`config.mk`:
```
export PLATFORM = sky130hd
export DESIGN_NAME = quad_phase_pwm
export DESIGN_NICKNAME = d
export VERILOG_FILES = /design/src/rtl/qpwm_pkg.sv /design/src/rtl/qpwm_rst_sync.sv /design/src/rtl/qpwm_carrier.sv /design/src/rtl/qpwm_budget.sv /design/src/rtl/qpwm_decode.sv /design/src/rtl/quad_phase_pwm.sv
export SDC_FILE = /design/constraint.sdc
export NUM_CORES = 1
export LEC_CHECK = 0
export BUFFER_PORTS_ARGS = -buffer_cell sky130_fd_sc_hd__buf_4
export CAP_MARGIN = 40
export CORE_ASPECT_RATIO = 0.7
export CORE_MARGIN = 2
export CORE_UTILIZATION = 60
export DETAILED_ROUTE_END_ITERATION = 6
export GPL_TIMING_DRIVEN = 0
export MAX_ROUTING_LAYER = met4
export PLACE_DENSITY_LB_ADDON = 0.12
export SLEW_MARGIN = 25
export SYNTH_ARGS = -nofsm -noshare
export SYNTH_HDL_FRONTEND = slang
export SYNTH_SLANG_ARGS = --single-unit
export TNS_END_PERCENT = 5
```
`constraint.sdc`:
```
create_clock -name clk -period 5.1 [get_ports clk]
set_clock_uncertainty 0.15 [all_clocks]
set_input_delay 0.255 -clock clk [delete_from_list [all_inputs] [get_ports clk]]
set_output_delay 0.255 -clock clk [all_outputs]
set_load 0.02 [all_outputs]
```
`src/rtl/qpwm_pkg.sv`:
```
package qpwm_pkg;
  localparam int LEGS     = 4;
  localparam int CMD_LEGS = 3;
  localparam int LEG1 = 0;
  localparam int LEG2 = 1;
  localparam int LEG3 = 2;
  localparam int LEG4 = 3;
  localparam int RECT_MID  = 0;
  localparam int RECT_HEAD = 1;

  function automatic int max_int(input int a, input int b);
    return (a > b) ? a : b;
  endfunction
endpackage

```
`src/rtl/qpwm_rst_sync.sv`:
```
module qpwm_rst_sync (
  input  logic clk,
  input  logic rst_n,
  output logic rst_sync_n
);
  logic [1:0] sync_q;

  always_ff @(posedge clk or negedge rst_n) begin
    if (!rst_n) sync_q <= 2'b00;
    else        sync_q <= {sync_q[0], 1'b1};
  end

  assign rst_sync_n = sync_q[1];
endmodule

```
`src/rtl/qpwm_carrier.sv`:
```
module qpwm_carrier #(
  parameter int PERIOD = 2000,
  parameter int CNT_W  = 11
) (
  input  logic             clk,
  input  logic             rst_n,
  input  logic             run_en,
  output logic [CNT_W-1:0] cnt_q,
  output logic             run_q,
  output logic             load
);
  localparam logic [CNT_W-1:0] LAST = CNT_W'(PERIOD - 1);

  logic [CNT_W-1:0] cnt_d;
  logic             run_d;

  always_comb begin
    load  = run_en && (!run_q || (cnt_q == LAST));
    run_d = run_en;
    if (!run_en || load) cnt_d = '0;
    else                 cnt_d = cnt_q + CNT_W'(1);
  end

  always_ff @(posedge clk or negedge rst_n) begin
    if (!rst_n) begin
      cnt_q <= '0;
      run_q <= 1'b0;
    end else begin
      cnt_q <= cnt_d;
      run_q <= run_d;
    end
  end


  cnt_range_chk: assert property (@(posedge clk) disable iff (!rst_n)
    cnt_q <= LAST);


  cnt_step_chk: assert property (@(posedge clk) disable iff (!rst_n)
    (run_q && $past(run_q) && cnt_q != '0) |-> (cnt_q == $past(cnt_q) + CNT_W'(1)));
endmodule

```
`src/rtl/qpwm_budget.sv`:
```
module qpwm_budget
  import qpwm_pkg::*;
#(
  parameter int PERIOD = 2000,
  parameter int DUTY_W = 12,
  parameter int DT_W   = 8,
  parameter int CNT_W  = 11,
  parameter int EW     = 13,
  parameter int MIN_S4 = 8
) (
  input  logic                               clk,
  input  logic                               rst_n,
  input  logic                               load,
  input  logic [CMD_LEGS-1:0][DUTY_W-1:0]    duty,
  input  logic [DT_W-1:0]                    dead_in,
  input  logic [DT_W-1:0]                    ovl_in,
  output logic [CMD_LEGS-1:0][CNT_W-1:0]     t_q,
  output logic [DT_W-1:0]                    dt_q,
  output logic [DT_W-1:0]                    ov_q
);
  localparam int PW = DUTY_W + CNT_W;
  localparam logic [PW-1:0] PER_P = PW'(PERIOD);
  localparam logic [EW-1:0] PER_E = EW'(PERIOD);
  localparam logic [EW-1:0] MIN_E = EW'(MIN_S4);

  logic [CMD_LEGS-1:0][EW-1:0]    raw;
  logic [CMD_LEGS-1:0][EW-1:0]    clip;
  logic [CMD_LEGS:0][EW-1:0]      room;
  logic [EW-1:0]                  need;
  logic [CMD_LEGS-1:0][CNT_W-1:0] t_d;
  logic [DT_W-1:0]                dt_d;
  logic [DT_W-1:0]                ov_d;

  // duty fraction to cycles, one scaler per commanded leg
  for (genvar g = 0; g < CMD_LEGS; g++) begin : g_scale
    logic [PW-1:0] prod;
    assign prod   = PW'(duty[g]) * PER_P;
    assign raw[g] = EW'(prod >> DUTY_W);
  end

  // leg 1 claims the budget first, leg 3 last
  always_comb begin
    need    = (EW'(dead_in) << 1) + MIN_E;
    room[0] = (need >= PER_E) ? '0 : PER_E - need;
    for (int i = 0; i < CMD_LEGS; i++) begin
      clip[i]   = (raw[i] > room[i]) ? room[i] : raw[i];
      room[i+1] = room[i] - clip[i];
    end
  end

  always_comb begin
    t_d  = t_q;
    dt_d = dt_q;
    ov_d = ov_q;
    if (load) begin
      for (int i = 0; i < CMD_LEGS; i++) t_d[i] = CNT_W'(clip[i]);
      dt_d = dead_in;
      ov_d = ovl_in;
    end
  end

  always_ff @(posedge clk or negedge rst_n) begin
    if (!rst_n) begin
      t_q  <= '0;
      dt_q <= '0;
      ov_q <= '0;
    end else begin
      t_q  <= t_d;
      dt_q <= dt_d;
      ov_q <= ov_d;
    end
  end

  logic [EW-1:0] need_q;
  logic [EW-1:0] sum_q;
  assign need_q = (EW'(dt_q) << 1) + MIN_E;
  assign sum_q  = EW'(t_q[LEG1]) + EW'(t_q[LEG2]) + EW'(t_q[LEG3]);


  budget_fit_chk: assert property (@(posedge clk) disable iff (!rst_n)
    (need_q < PER_E) |-> (sum_q + need_q <= PER_E));


  cmd_hold_chk: assert property (@(posedge clk) disable iff (!rst_n)
    !load |=> ($stable(t_q) && $stable(dt_q) && $stable(ov_q)));
endmodule

```
`src/rtl/qpwm_decode.sv`:
```
module qpwm_decode
  import qpwm_pkg::*;
#(
  parameter int CNT_W = 11,
  parameter int DT_W  = 8,
  parameter int EW    = 13
) (
  input  logic                           clk,
  input  logic                           rst_n,
  input  logic                           run_en,
  input  logic                           run_q,
  input  logic [CNT_W-1:0]               cnt_q,
  input  logic [CMD_LEGS-1:0][CNT_W-1:0] t_q,
  input  logic [DT_W-1:0]                dt_q,
  input  logic [DT_W-1:0]                ov_q,
  output logic [LEGS-1:0]                leg_q,
  output logic [1:0]                     rect_q,
  output logic                           mark_q
);
  logic [EW-1:0] pos, dt_e, ov_e, e1, a2, b3, b4, s3s, s4s;
  logic [LEGS-1:0][EW-1:0] lo, hi;
  logic [LEGS-1:0] live, on;
  logic            act;
  logic [LEGS-1:0] leg_d;
  logic [1:0]      rect_d;
  logic            mark_d;

  // window edges, all relative to period position 0
  always_comb begin
    pos  = EW'(cnt_q);
    dt_e = EW'(dt_q);
    ov_e = EW'(ov_q);
    e1   = dt_e + EW'(t_q[LEG1]);
    a2   = e1 + dt_e;
    b3   = a2 + EW'(t_q[LEG2]);
    b4   = b3 + EW'(t_q[LEG3]);
    s3s  = (b3 >= a2 + ov_e) ? b3 - ov_e : a2;
    s4s  = (b4 >= b3 + ov_e) ? b4 - ov_e : b3;
    lo[LEG1] = dt_e;  hi[LEG1] = e1;
    lo[LEG2] = a2;    hi[LEG2] = b3;
    lo[LEG3] = s3s;   hi[LEG3] = b4;
    lo[LEG4] = s4s;   hi[LEG4] = '1;
    live       = '1;
    live[LEG3] = (t_q[LEG3] != '0);
  end

  for (genvar g = 0; g < LEGS; g++) begin : g_win
    assign on[g] = live[g] && (pos >= lo[g]) && (pos < hi[g]);
  end

  always_comb begin
    act    = run_en && run_q;
    leg_d  = act ? on : '0;
    rect_d = '0;
    if (act) begin
      rect_d[RECT_HEAD] = ~on[LEG1];
      rect_d[RECT_MID]  = ~(on[LEG2] | on[LEG3]);
    end
    mark_d = act && (cnt_q == '0);
  end

  always_ff @(posedge clk or negedge rst_n) begin
    if (!rst_n) begin
      leg_q  <= '0;
      rect_q <= '0;
      mark_q <= 1'b0;
    end else begin
      leg_q  <= leg_d;
      rect_q <= rect_d;
      mark_q <= mark_d;
    end
  end


  lead_isolated_chk: assert property (@(posedge clk) disable iff (!rst_n)
    leg_q[LEG1] |-> (leg_q[LEG4:LEG2] == '0));


  lead_dead_chk: assert property (@(posedge clk) disable iff (!rst_n)
    ($rose(leg_q[LEG1]) && dt_q != '0) |-> ($past(leg_q) == '0));


  max_two_on_chk: assert property (@(posedge clk) disable iff (!rst_n)
    $countones(leg_q) <= 2);


  mid_tail_apart_chk: assert property (@(posedge clk) disable iff (!rst_n)
    !(leg_q[LEG2] && leg_q[LEG4]));
endmodule

```
`src/rtl/quad_phase_pwm.sv`:
```
module quad_phase_pwm
  import qpwm_pkg::*;
#(
  parameter int PERIOD = 2000,
  parameter int DUTY_W = 12,
  parameter int DT_W   = 8,
  parameter int MIN_S4 = 8
) (
  input  logic              clk,
  input  logic              rst_n,
  input  logic              run_en,
  input  logic [DUTY_W-1:0] duty_leg1,
  input  logic [DUTY_W-1:0] duty_leg2,
  input  logic [DUTY_W-1:0] duty_leg3,
  input  logic [DT_W-1:0]   dead_cyc,
  input  logic [DT_W-1:0]   ovl_cyc,
  output logic [3:0]        leg_gate,
  output logic [1:0]        rect_gate,
  output logic              cycle_mark
);
  localparam int CNT_W = $clog2(PERIOD);
  localparam int EW    = max_int(CNT_W, DT_W) + 2;

  logic                           rst_i_n;
  logic [CNT_W-1:0]               cnt_q;
  logic                           run_q;
  logic                           load;
  logic [CMD_LEGS-1:0][DUTY_W-1:0] duty_vec;
  logic [CMD_LEGS-1:0][CNT_W-1:0] t_q;
  logic [DT_W-1:0]                dt_q;
  logic [DT_W-1:0]                ov_q;

  assign duty_vec[LEG1] = duty_leg1;
  assign duty_vec[LEG2] = duty_leg2;
  assign duty_vec[LEG3] = duty_leg3;

  qpwm_rst_sync u_rst (
    .clk        (clk),
    .rst_n      (rst_n),
    .rst_sync_n (rst_i_n)
  );

  qpwm_carrier #(.PERIOD(PERIOD), .CNT_W(CNT_W)) u_carrier (
    .clk    (clk),
    .rst_n  (rst_i_n),
    .run_en (run_en),
    .cnt_q  (cnt_q),
    .run_q  (run_q),
    .load   (load)
  );

  qpwm_budget #(
    .PERIOD(PERIOD), .DUTY_W(DUTY_W), .DT_W(DT_W),
    .CNT_W(CNT_W), .EW(EW), .MIN_S4(MIN_S4)
  ) u_budget (
    .clk     (clk),
    .rst_n   (rst_i_n),
    .load    (load),
    .duty    (duty_vec),
    .dead_in (dead_cyc),
    .ovl_in  (ovl_cyc),
    .t_q     (t_q),
    .dt_q    (dt_q),
    .ov_q    (ov_q)
  );

  qpwm_decode #(.CNT_W(CNT_W), .DT_W(DT_W), .EW(EW)) u_decode (
    .clk    (clk),
    .rst_n  (rst_i_n),
    .run_en (run_en),
    .run_q  (run_q),
    .cnt_q  (cnt_q),
    .t_q    (t_q),
    .dt_q   (dt_q),
    .ov_q   (ov_q),
    .leg_q  (leg_gate),
    .rect_q (rect_gate),
    .mark_q (cycle_mark)
  );


  stop_quiet_chk: assert property (@(posedge clk) disable iff (!rst_n)
    !run_en |=> (leg_gate == '0 && rect_gate == '0 && !cycle_mark));


  mark_pulse_chk: assert property (@(posedge clk) disable iff (!rst_n)
    cycle_mark |=> !cycle_mark);
endmodule

```
==> metrics.txt, run 1 <==
ports placed on the boundary 62; Worst path max stage delay 0.57 ns; number of failing hold endpoints at the final stage 0; half-perimeter wire length after detailed placement 35100 um; warning count from the yosys run 0; number of instances in the synthesized netlist ~1800; met1 routed wirelength after detailed routing 20200 um; Worst path most repeated cell a21o_1; Worst path slowest cell fa_1; die outline height 141 um; final clock period utilization by the worst path 2.30; Hold/Removal Path Class in2reg; final setup fails 37; CTS tree built; pin count of the biggest net entering global routing 36; number of antenna violations at the first check in global routing 0; Max Transition Viols Final 0; most frequent standard cell in the layout excluding fill and tap cells ha_1; area grow syn2layout 15.5%; H-Tree Level Count 3; post-detailed-route wirelength per cell 18.7 um; number of nets in the finished design 2493; CP top delay family compound AO/OA/AOI/OAI gates; number of buffers on the longest clock path 2; drt drc 0; setup repair after global routing missed its margin yes; commonest non-fill, non-tap cells in the layout ha_1, inv_1, nor2_1; fraction of the yosys area taken by sequential cells 0.109; n_diodes 0; worst-path maximum fanout 8; Total Die Area 28200 sq um; die width 200 um; worst-case setup margin in the final layout -6.65 ns; Placed Cells 2256; final cell count without fillers 2340; total track usage 0.334; R2R cell count 37; top layer used by detailed routing met4; storage element area between 1500 and 2000 sq um; worst hold path cell count 3; clock period minus final worst setup slack around 12 ns; clock latency on the worst-skew pair 0.34 ns; Sink Count 70; violations in the final reports setup timing; initial detailed-routing violation count 1030; Fmax achieved 0.0851 GHz; Total Wirelength 43700 um; register bit count reported by yosys 70; number of vias in the routed layout 14120; number of filler cells placed in the layout 2063; required arrival time at the worst endpoint 5.21 ns; routed wl met2 about 19000 um; worst relative slew slack 0.457; routed length on met3 3440 um; reported max-cap violation count 0; cell depth of the worst setup path 59; netlist area before placement about 16000 sq um; run status complete, but fails checks; number of buffers inserted during clock tree synthesis 9; wire length of the first global-routing pass around 72000 um; Avg Vias per Cell around 6.0; area of combinational cells with multiple inputs about 14000 sq um; count of input and output buffers 60; Clk Tree Root Cell clkbuf_16; global placer's final weighted congestion 1.02; first-pass iteration count of the detailed router 6; Worst Setup Slack post-DPL -7.71 ns; Worst-path clk slew 0.06 ns; flip-flop cell with the highest count after synthesis dfrtp_1; share of cells above drive strength 1 0.142; number of global-route vias before repair 13962; remaining number of nets flagged by the antenna check after routing 0; category of the worst setup path launch point input pin; async set-reset flop share out of synthesis 1.00; arrival time of the worst setup path 11.86 ns; Worst Tran Pin Value 0.809 ns; Core Area 26600 sq um; Bufs and invs on worst path 5; number of flops mapped to enable cells by yosys 0; Overflow after GRT 0; Netlist cell types 91; synthesized area per cell between 8 and 9 sq um; category of the worst setup path capture point flop; effective utilization at floorplan 0.606; critical path class in2reg; standard-cell row count 50
## sequential cells by signal (all words and copies together) (netlist names), 2 cells and up
register	flops
u_decode.rect_q	2
u_decode.leg_q	4
u_budget.dt_q	8
u_carrier.cnt_q	11
u_rst.sync_q	2
u_budget.t_q	33
u_budget.ov_q	8
## synth_stat cells, types with 4 or more instances
cell type | number | area share
and4_1 | 4 | 0.0022
and2_1 | 4 | 0.0016
a221oi_1 | 7 | 0.0038
o21a_1 | 32 | 0.015
o21ai_0 | 123 | 0.038
clkbuf_1 | 16 | 0.0037
inv_1 | 229 | 0.053
fa_1 | 121 | 0.15
xnor2_1 | 94 | 0.051
nor2_1 | 142 | 0.033
mux2i_1 | 22 | 0.014
o211a_1 | 4 | 0.0025
a21oi_1 | 111 | 0.034
nor3_1 | 16 | 0.0050
ha_1 | 346 | 0.27
o31ai_1 | 7 | 0.0033
nand4_1 | 9 | 0.0035
and3_1 | 10 | 0.0039
nand2_1 | 105 | 0.024
o21ai_1 | 8 | 0.0025
nand3_1 | 32 | 0.0099
o21bai_1 | 15 | 0.0070
xor2_1 | 39 | 0.021
or4_1 | 5 | 0.0023
a211oi_1 | 18 | 0.0084
o31a_1 | 6 | 0.0033
dfrtp_1 | 70 | 0.11
a221o_1 | 8 | 0.0050
nor4_1 | 9 | 0.0035
a21boi_0 | 9 | 0.0042
nand2b_1 | 26 | 0.010
a31oi_1 | 9 | 0.0035
o2111ai_1 | 6 | 0.0033
o211ai_1 | 16 | 0.0075
or3_1 | 8 | 0.0031
nor2b_1 | 21 | 0.0082
a21o_1 | 41 | 0.019
## worst paths after layout
check / end / start / slack (ns)
min in group asynchronous: u_rst.sync_q[1] / rst_n / 0.08
worst max-delay path: u_budget.t_q[28] / duty_leg1[1] / -6.65
max in group asynchronous: u_budget.t_q[23] / u_rst.sync_q[1] / 4.07
worst min register to register: u_carrier.cnt_q[7] / u_rst.sync_q[1] / 0.14
worst max register to register: u_decode.leg_q[3] / u_budget.dt_q[0] / -3.52
worst min-delay path: u_budget.dt_q[1] / dead_cyc[1] / 0.02
## worst reg2reg max path: cells and delay by family, from the launching register on
| family | cells | cell delay, ns |
|---|---|---|
| xor gates and xnor gates | 4 | 0.82 |
| AOI/OAI and AO/OA | 18 | 3.25 |
| buffers and inverters | 1 | 0.27 |
| DFF | 1 | 0.44 |
| and+or+nand+nor | 7 | 1.31 |
| adders and majority gates | 7 | 2.28 |
## per-layer routing
| layer | global-route usage | up-vias |
|---|---|---|
| met5 | - | - |
| met4 | 0.0752 | 0 |
| met3 | 0.0510 | 68 |
| met2 | 0.501 | 513 |
| met1 | 0.475 | 6821 |
| li1 | - | 6718 |
## kinds of logic (layout without fill, tap and decap cells)
| logic type | after synthesis | after routing | share of synthesized area |
|---|---|---|---|
| other | 2 | 3 | 0.000466 |
| AOI/OAI and AO/OA | 473 | 473 | 0.200 |
| muxes | 24 | 24 | 0.0151 |
| xor gates and xnor gates | 136 | 136 | 0.0761 |
| and+or+nand+nor | 408 | 408 | 0.120 |
| DFF | 70 | 70 | 0.109 |
| buffers and inverters | 249 | 394 | 0.0592 |
| adders and majority gates | 468 | 468 | 0.420 |
## area by class of cell
class                      instances  area share
multi-input combinational       1512       0.754
sequential                        70      0.0944
timing repair buffer             130      0.0563
inverter                         229      0.0466
tap                              364      0.0245
clock buffer                      10      0.0123
buffer                            19     0.00653
clock inverter                     6     0.00505
## stage by stage
stage / instance area [sq um] / setup TNS [ns] / util / hold WS (ns)
after floorplan: 16300 / -109.55 / - / -0.191
after global placement: 17200 / -151.33 / 0.646 / -0.111
after detailed placement: 17200 / -157.24 / 0.647 / -0.110
after CTS: 18500 / -124.31 / 0.694 / 0.00814
after global routing: 18600 / -139.68 / 0.699 / 0.0475
final: 18600 / -130.38 / 0.699 / 0.0228
## timing repair
action,4_1_cts,5_1_grt
resized for setup,87,27
gates cloned,1,0
pin swaps,57,26
endpoints found under the setup margin,37,37
hold endpoints to repair,10,0
buffers inserted,54,3
hold buffers,9,0
Power of run 1 is left out: the tool's default activity adds up to more than one toggle a clock period on the data nets, which glitch-free logic cannot reach.
==> run 2: changes to the inputs <==
- clock period: 5.1 -> 13.65 ns (I/O delays scaled with it)
==> metrics.txt, run 2 (synthesis gave the netlist of run 1 again) <==
Worst Tran Pin Value 0.777 ns (-0.0312 ns); standard-cell row count 50 (unchanged); largest registers u_budget.t_q: 33 flops, u_carrier.cnt_q: 11 flops; Total Wirelength 40800 um (-6.6%); wire length of the first global-routing pass 67200 um (-6.1%); Worst Setup Slack post-DPL -0.942 ns (+6.77 ns); arrival time of the worst setup path 12.96 ns (+1.10 ns); run status completed; clock latency on the worst-skew pair 0.35 ns (about the same); category of the worst setup path launch point input pin; number of buffers on the longest clock path 2 (unchanged); number of buffers inserted during clock tree synthesis 9 (unchanged); Fmax achieved 0.0776 GHz; Worst path max stage delay 0.53 ns (-0.04 ns); required arrival time at the worst endpoint 13.73 ns (+8.52 ns); reported max-cap violation count 0 (unchanged); number of nets in the finished design 2430 (-2.5%); count of input and output buffers 60 (unchanged); Placed Cells 2256 (unchanged); setup TNS 0 ns (+130.38 ns); global placer's final weighted congestion 0.995 (-2.0%); worst relative slew slack 0.478 (+0.0209); die outline height 141 um (unchanged); Core Area 26600 sq um (unchanged); first-pass iteration count of the detailed router 7 (+1); largest register by flop count u_budget.t_q; number of failing hold endpoints at the final stage 0 (unchanged); Clk Tree Root Cell clkbuf_16; Worst-path clk slew 0.07 ns (about the same); remaining number of nets flagged by the antenna check after routing 0 (unchanged); Sink Count 70 (unchanged); effective utilization at floorplan 0.606 (unchanged); number of vias in the routed layout 13614 (-3.6%); Bufs and invs on worst path 7 (+2); post-detailed-route wirelength per cell 17.9 um (-4.0%); area grow syn2layout 8.83%; Avg Vias per Cell 5.98 (-0.92%); Max Transition Viols Final 0 (unchanged); drt drc 0 (unchanged); H-Tree Level Count 3 (unchanged); Worst path slowest cell fa_1; final cell count without fillers 2277 (-2.7%); die width 200 um (unchanged); CTS tree built; initial detailed-routing violation count 905 (-12%); Worst path most repeated cell fa_1; clock period minus final worst setup slack 12.88 ns; final clock period utilization by the worst path 0.944; half-perimeter wire length after detailed placement 34900 um (-0.72%); total track usage 0.312 (-0.0217); Critical path origin duty_leg1[0]; number of global-route vias before repair 13149 (-5.8%); number of filler cells placed in the layout 2260 (+9.5%); Hold/Removal Path Class reg2async; cell depth of the worst setup path 58 (-1.7%); n_diodes 0 (unchanged); ports placed on the boundary 62 (unchanged); R2R cell count 37 (unchanged); share of cells above drive strength 1 0.0748 (-0.0675); worst-case setup margin in the final layout 0.765 ns (+7.42 ns); critical path class in2reg; commonest non-fill, non-tap cells in the layout ha_1, inv_1, nor2_1; most frequent standard cell in the layout excluding fill and tap cells ha_1; number of antenna violations at the first check in global routing 1 (+1); number of flip-flops under the largest register name 33 (unchanged); worst-path maximum fanout 15 (+7); category of the worst setup path capture point flop; pin count of the biggest net entering global routing 37 (+2.8%); Total Die Area 28200 sq um (unchanged); final setup fails 0 (-100%); CP top delay family compound AO/OA/AOI/OAI gates; Reg2Reg Launch Point u_budget.dt_q[0]; Overflow after GRT 0 (unchanged)
## run 2: worst register-to-register path, delay by kind of cell (launching register included)
kind / cells / cell delay, ns
AO/OA/AOI/OAI: 18 / 3.59
XOR/XNOR: 4 / 0.82
adder cells (fa/ha/maj): 7 / 2.24
buffers and inverters: 1 / 0.37
flip-flops: 1 / 0.44
AND/OR/NAND/NOR: 7 / 1.24
## run 2: area by class of cell
cell class	count	area, sq um	share of cell area
Buffer	18	88.8	0.00507
Clock buffer	10	229	0.0131
Clock inverter	6	93.8	0.00535
Inverter	229	860	0.0491
Multi-Input combinational cell	1512	13500	0.772
Sequential cell	70	1760	0.100
Tap cell	364	455	0.0260
Timing Repair Buffer	68	520	0.0297
## run 2: per-layer routing
layer,GRT usage,vias to the layer above,part of all wire
li1,-,6593,-
met1,0.459,6562,0.49
met2,0.456,409,0.42
met3,0.0478,50,0.073
met4,0.0600,0,0.021
met5,-,-,0
## run 2: worst paths after layout
kind                                       to  slack (ns)
setup / recovery             u_budget.t_q[23]        0.77
hold / removal             u_carrier.cnt_q[7]        0.14
setup reg to reg            u_decode.leg_q[3]        4.68
hold reg to reg            u_carrier.cnt_q[7]        0.14
max in group asynchronous    u_budget.t_q[29]       12.62
min in group clk              u_rst.sync_q[1]        0.21
## run 2: what timing repair did
item                                   CTS  global route
resized for setup                        7            16
endpoints found under the hold margin    2             0
buffers inserted                         1             2
setup endpoints to repair               11            11
hold buffers                             1             0
pin swaps                                1             1
cloned                                   0             0
## run 2: through the flow
stage                util  hold WS, ns  instance area (sq um)
floorplan               -        0.181                  16100
global placement    0.640        0.187                  17000
detailed placement  0.641        0.156                  17000
CTS                 0.655        0.164                  17400
global route        0.659        0.193                  17500
finish              0.659        0.142                  17500
Power of run 2 is left out for the same reason.
==> run 3: changes to the inputs <==
- PLACE_DENSITY_LB_ADDON: 0.12 -> 0.3
- clock period: 13.65 -> 13.6 ns (I/O delays scaled with it)
==> metrics.txt, run 3 (synthesis gave the netlist of run 1 again) <==
run status completed; reported max-cap violation count 0 (unchanged); wire length of the first global-routing pass 67900 um (+1.1%); number of vias in the routed layout 13725 (+0.82%); Critical path origin duty_leg1[0]; Avg Vias per Cell 6.03 (+0.77%); Total Die Area 28200 sq um (unchanged); number of flip-flops under the largest register name 33 (unchanged); drt drc 0 (unchanged); standard-cell row count 50 (unchanged); Clk Tree Root Cell clkbuf_16; commonest non-fill, non-tap cells in the layout ha_1, inv_1, nor2_1; final cell count without fillers 2278 (+0.044%); number of buffers on the longest clock path 2 (unchanged); H-Tree Level Count 3 (unchanged); critical path class in2reg; number of failing hold endpoints at the final stage 0 (unchanged); pin count of the biggest net entering global routing 37 (unchanged); Overflow after GRT 0 (unchanged); Worst Tran Pin Value 0.828 ns (+0.0504 ns); number of global-route vias before repair 13705 (+4.2%); clock period minus final worst setup slack 12.89 ns; area grow syn2layout 8.84% (about the same); number of antenna violations at the first check in global routing 1 (unchanged); number of nets in the finished design 2430 (unchanged); CTS tree built; half-perimeter wire length after detailed placement 35200 um (+1.0%); share of cells above drive strength 1 0.0737 (-0.00105); r2r setup slk 4.48 ns (-0.20 ns); worst-path maximum fanout 15 (unchanged); Worst-path clk slew 0.07 ns (about the same); R2R cell count 38 (+2.7%); effective utilization at floorplan 0.606 (unchanged); Core Area 26600 sq um (unchanged); ports placed on the boundary 62 (unchanged); largest register by flop count u_budget.t_q; number of buffers inserted during clock tree synthesis 9 (unchanged); post-route worst hold slack 0.143 ns (+0.000417 ns); category of the worst setup path launch point input pin; Fmax achieved 0.0776 GHz; Placed Cells 2256 (unchanged); initial detailed-routing violation count 1078 (+19%); destination of the critical timing path u_budget.t_q[31]; die outline height 141 um (unchanged); Reg2Reg Launch Point u_budget.dt_q[0]; post-route core utilization 0.659 (about the same); final setup fails 0 (unchanged); Worst path max stage delay 0.54 ns (about the same); Worst path slowest cell fa_1; category of the worst setup path capture point flop; arrival time of the worst setup path 12.96 ns (about the same); worst reg2reg path endpoint u_decode.leg_q[3]; Total Wirelength 41400 um (+1.6%); setup TNS 0 ns (unchanged); global placer's final weighted congestion 0.972 (-2.3%); largest registers u_budget.t_q: 33 flops, u_carrier.cnt_q: 11 flops; Worst path most repeated cell ha_1; remaining number of nets flagged by the antenna check after routing 0 (unchanged); die width 200 um (unchanged); worst relative slew slack 0.444 (-0.0338); most frequent standard cell in the layout excluding fill and tap cells ha_1; first-pass iteration count of the detailed router 6 (-1); final clock period utilization by the worst path 0.948; Max Transition Viols Final 0 (unchanged); total track usage 0.313 (+0.00149); required arrival time at the worst endpoint 13.67 ns (-0.06 ns); Sink Count 70 (unchanged); Hold/Removal Path Class reg2async; clock latency on the worst-skew pair 0.35 ns (about the same); post-detailed-route wirelength per cell 18.2 um (+1.5%); count of input and output buffers 60 (unchanged); setup repair after global routing missed its margin no
[run 3: cell count changes in the layout (fill, tap and decap cells not counted), sizes merged]
| cell | previous run | this run |
|---|---|---|
| bufinv | 2 | 3 |
| diode | 0 | 1 |
| clkbuf | 26 | 27 |
| clkinv | 2 | 0 |
[run 3: worst min-delay path by stage]
| stage | from | to | slack [ns] | cells after the start |
|---|---|---|---|---|
| final | u_rst.sync_q[1] | u_decode.rect_q[1] | 0.14 | 0 |
| after CTS | u_rst.sync_q[1] | u_decode.rect_q[1] | 0.16 | 0 |
| after global placement | u_rst.sync_q[0] | u_rst.sync_q[1] | 0.19 | 0 |
| after detailed placement | u_rst.sync_q[1] | u_decode.rect_q[1] | 0.15 | 0 |
| after floorplan | u_rst.sync_q[0] | u_rst.sync_q[1] | 0.18 | 0 |
| after global routing | u_rst.sync_q[1] | u_decode.rect_q[1] | 0.19 | 0 |
[run 3: area by class of cell]
cell class / instances / area (sq um)
fill: 2209 / 9060
buffer: 18 / 88.8
antenna: 1 / 2.50
timing repair buffer: 68 / 518
multi-input combinational: 1512 / 13500
tap: 364 / 455
clock buffer: 11 / 243
inverter: 229 / 860
sequential: 70 / 1760
clock inverter: 5 / 106
[run 3: critical path: cells and delay by family]
kind            cells  cell delay [ns]
simple gates       12             1.60
mux                 1             0.09
buf+inv             5             0.61
xor+xnor            3             0.72
compound gates     26             4.99
fa+ha+maj          11             4.24
[run 3: timing repair]
action,in CTS,in global routing
endpoints found under the hold margin,2,0
pin swaps,1,1
setup buffers,1,1
hold buffers,1,0
resized for setup,5,16
endpoints found under the setup margin,11,11
[run 3: through the flow]
| stage | worst slack (ns) | cell area, sq um |
|---|---|---|
| 2_1_floorplan | 1.19 | 16100 |
| 3_3_place_gp | -0.784 | 17000 |
| 3_5_place_dp | -0.886 | 17000 |
| 4_1_cts | 0.0992 | 17400 |
| 5_1_grt | 0.0410 | 17500 |
| 6_report | 0.709 | 17500 |
[run 3: routing by layer]
| metal | vias to the layer above | part of all wire | global-route usage |
|---|---|---|---|
| met2 | 495 | 0.44 | 0.475 |
| met4 | 0 | 0.019 | 0.0671 |
| met1 | 6582 | 0.47 | 0.450 |
| li1 | 6589 | - | - |
| met3 | 59 | 0.073 | 0.0388 |
| met5 | - | 0 | - |
Power of run 3 is left out for the same reason.
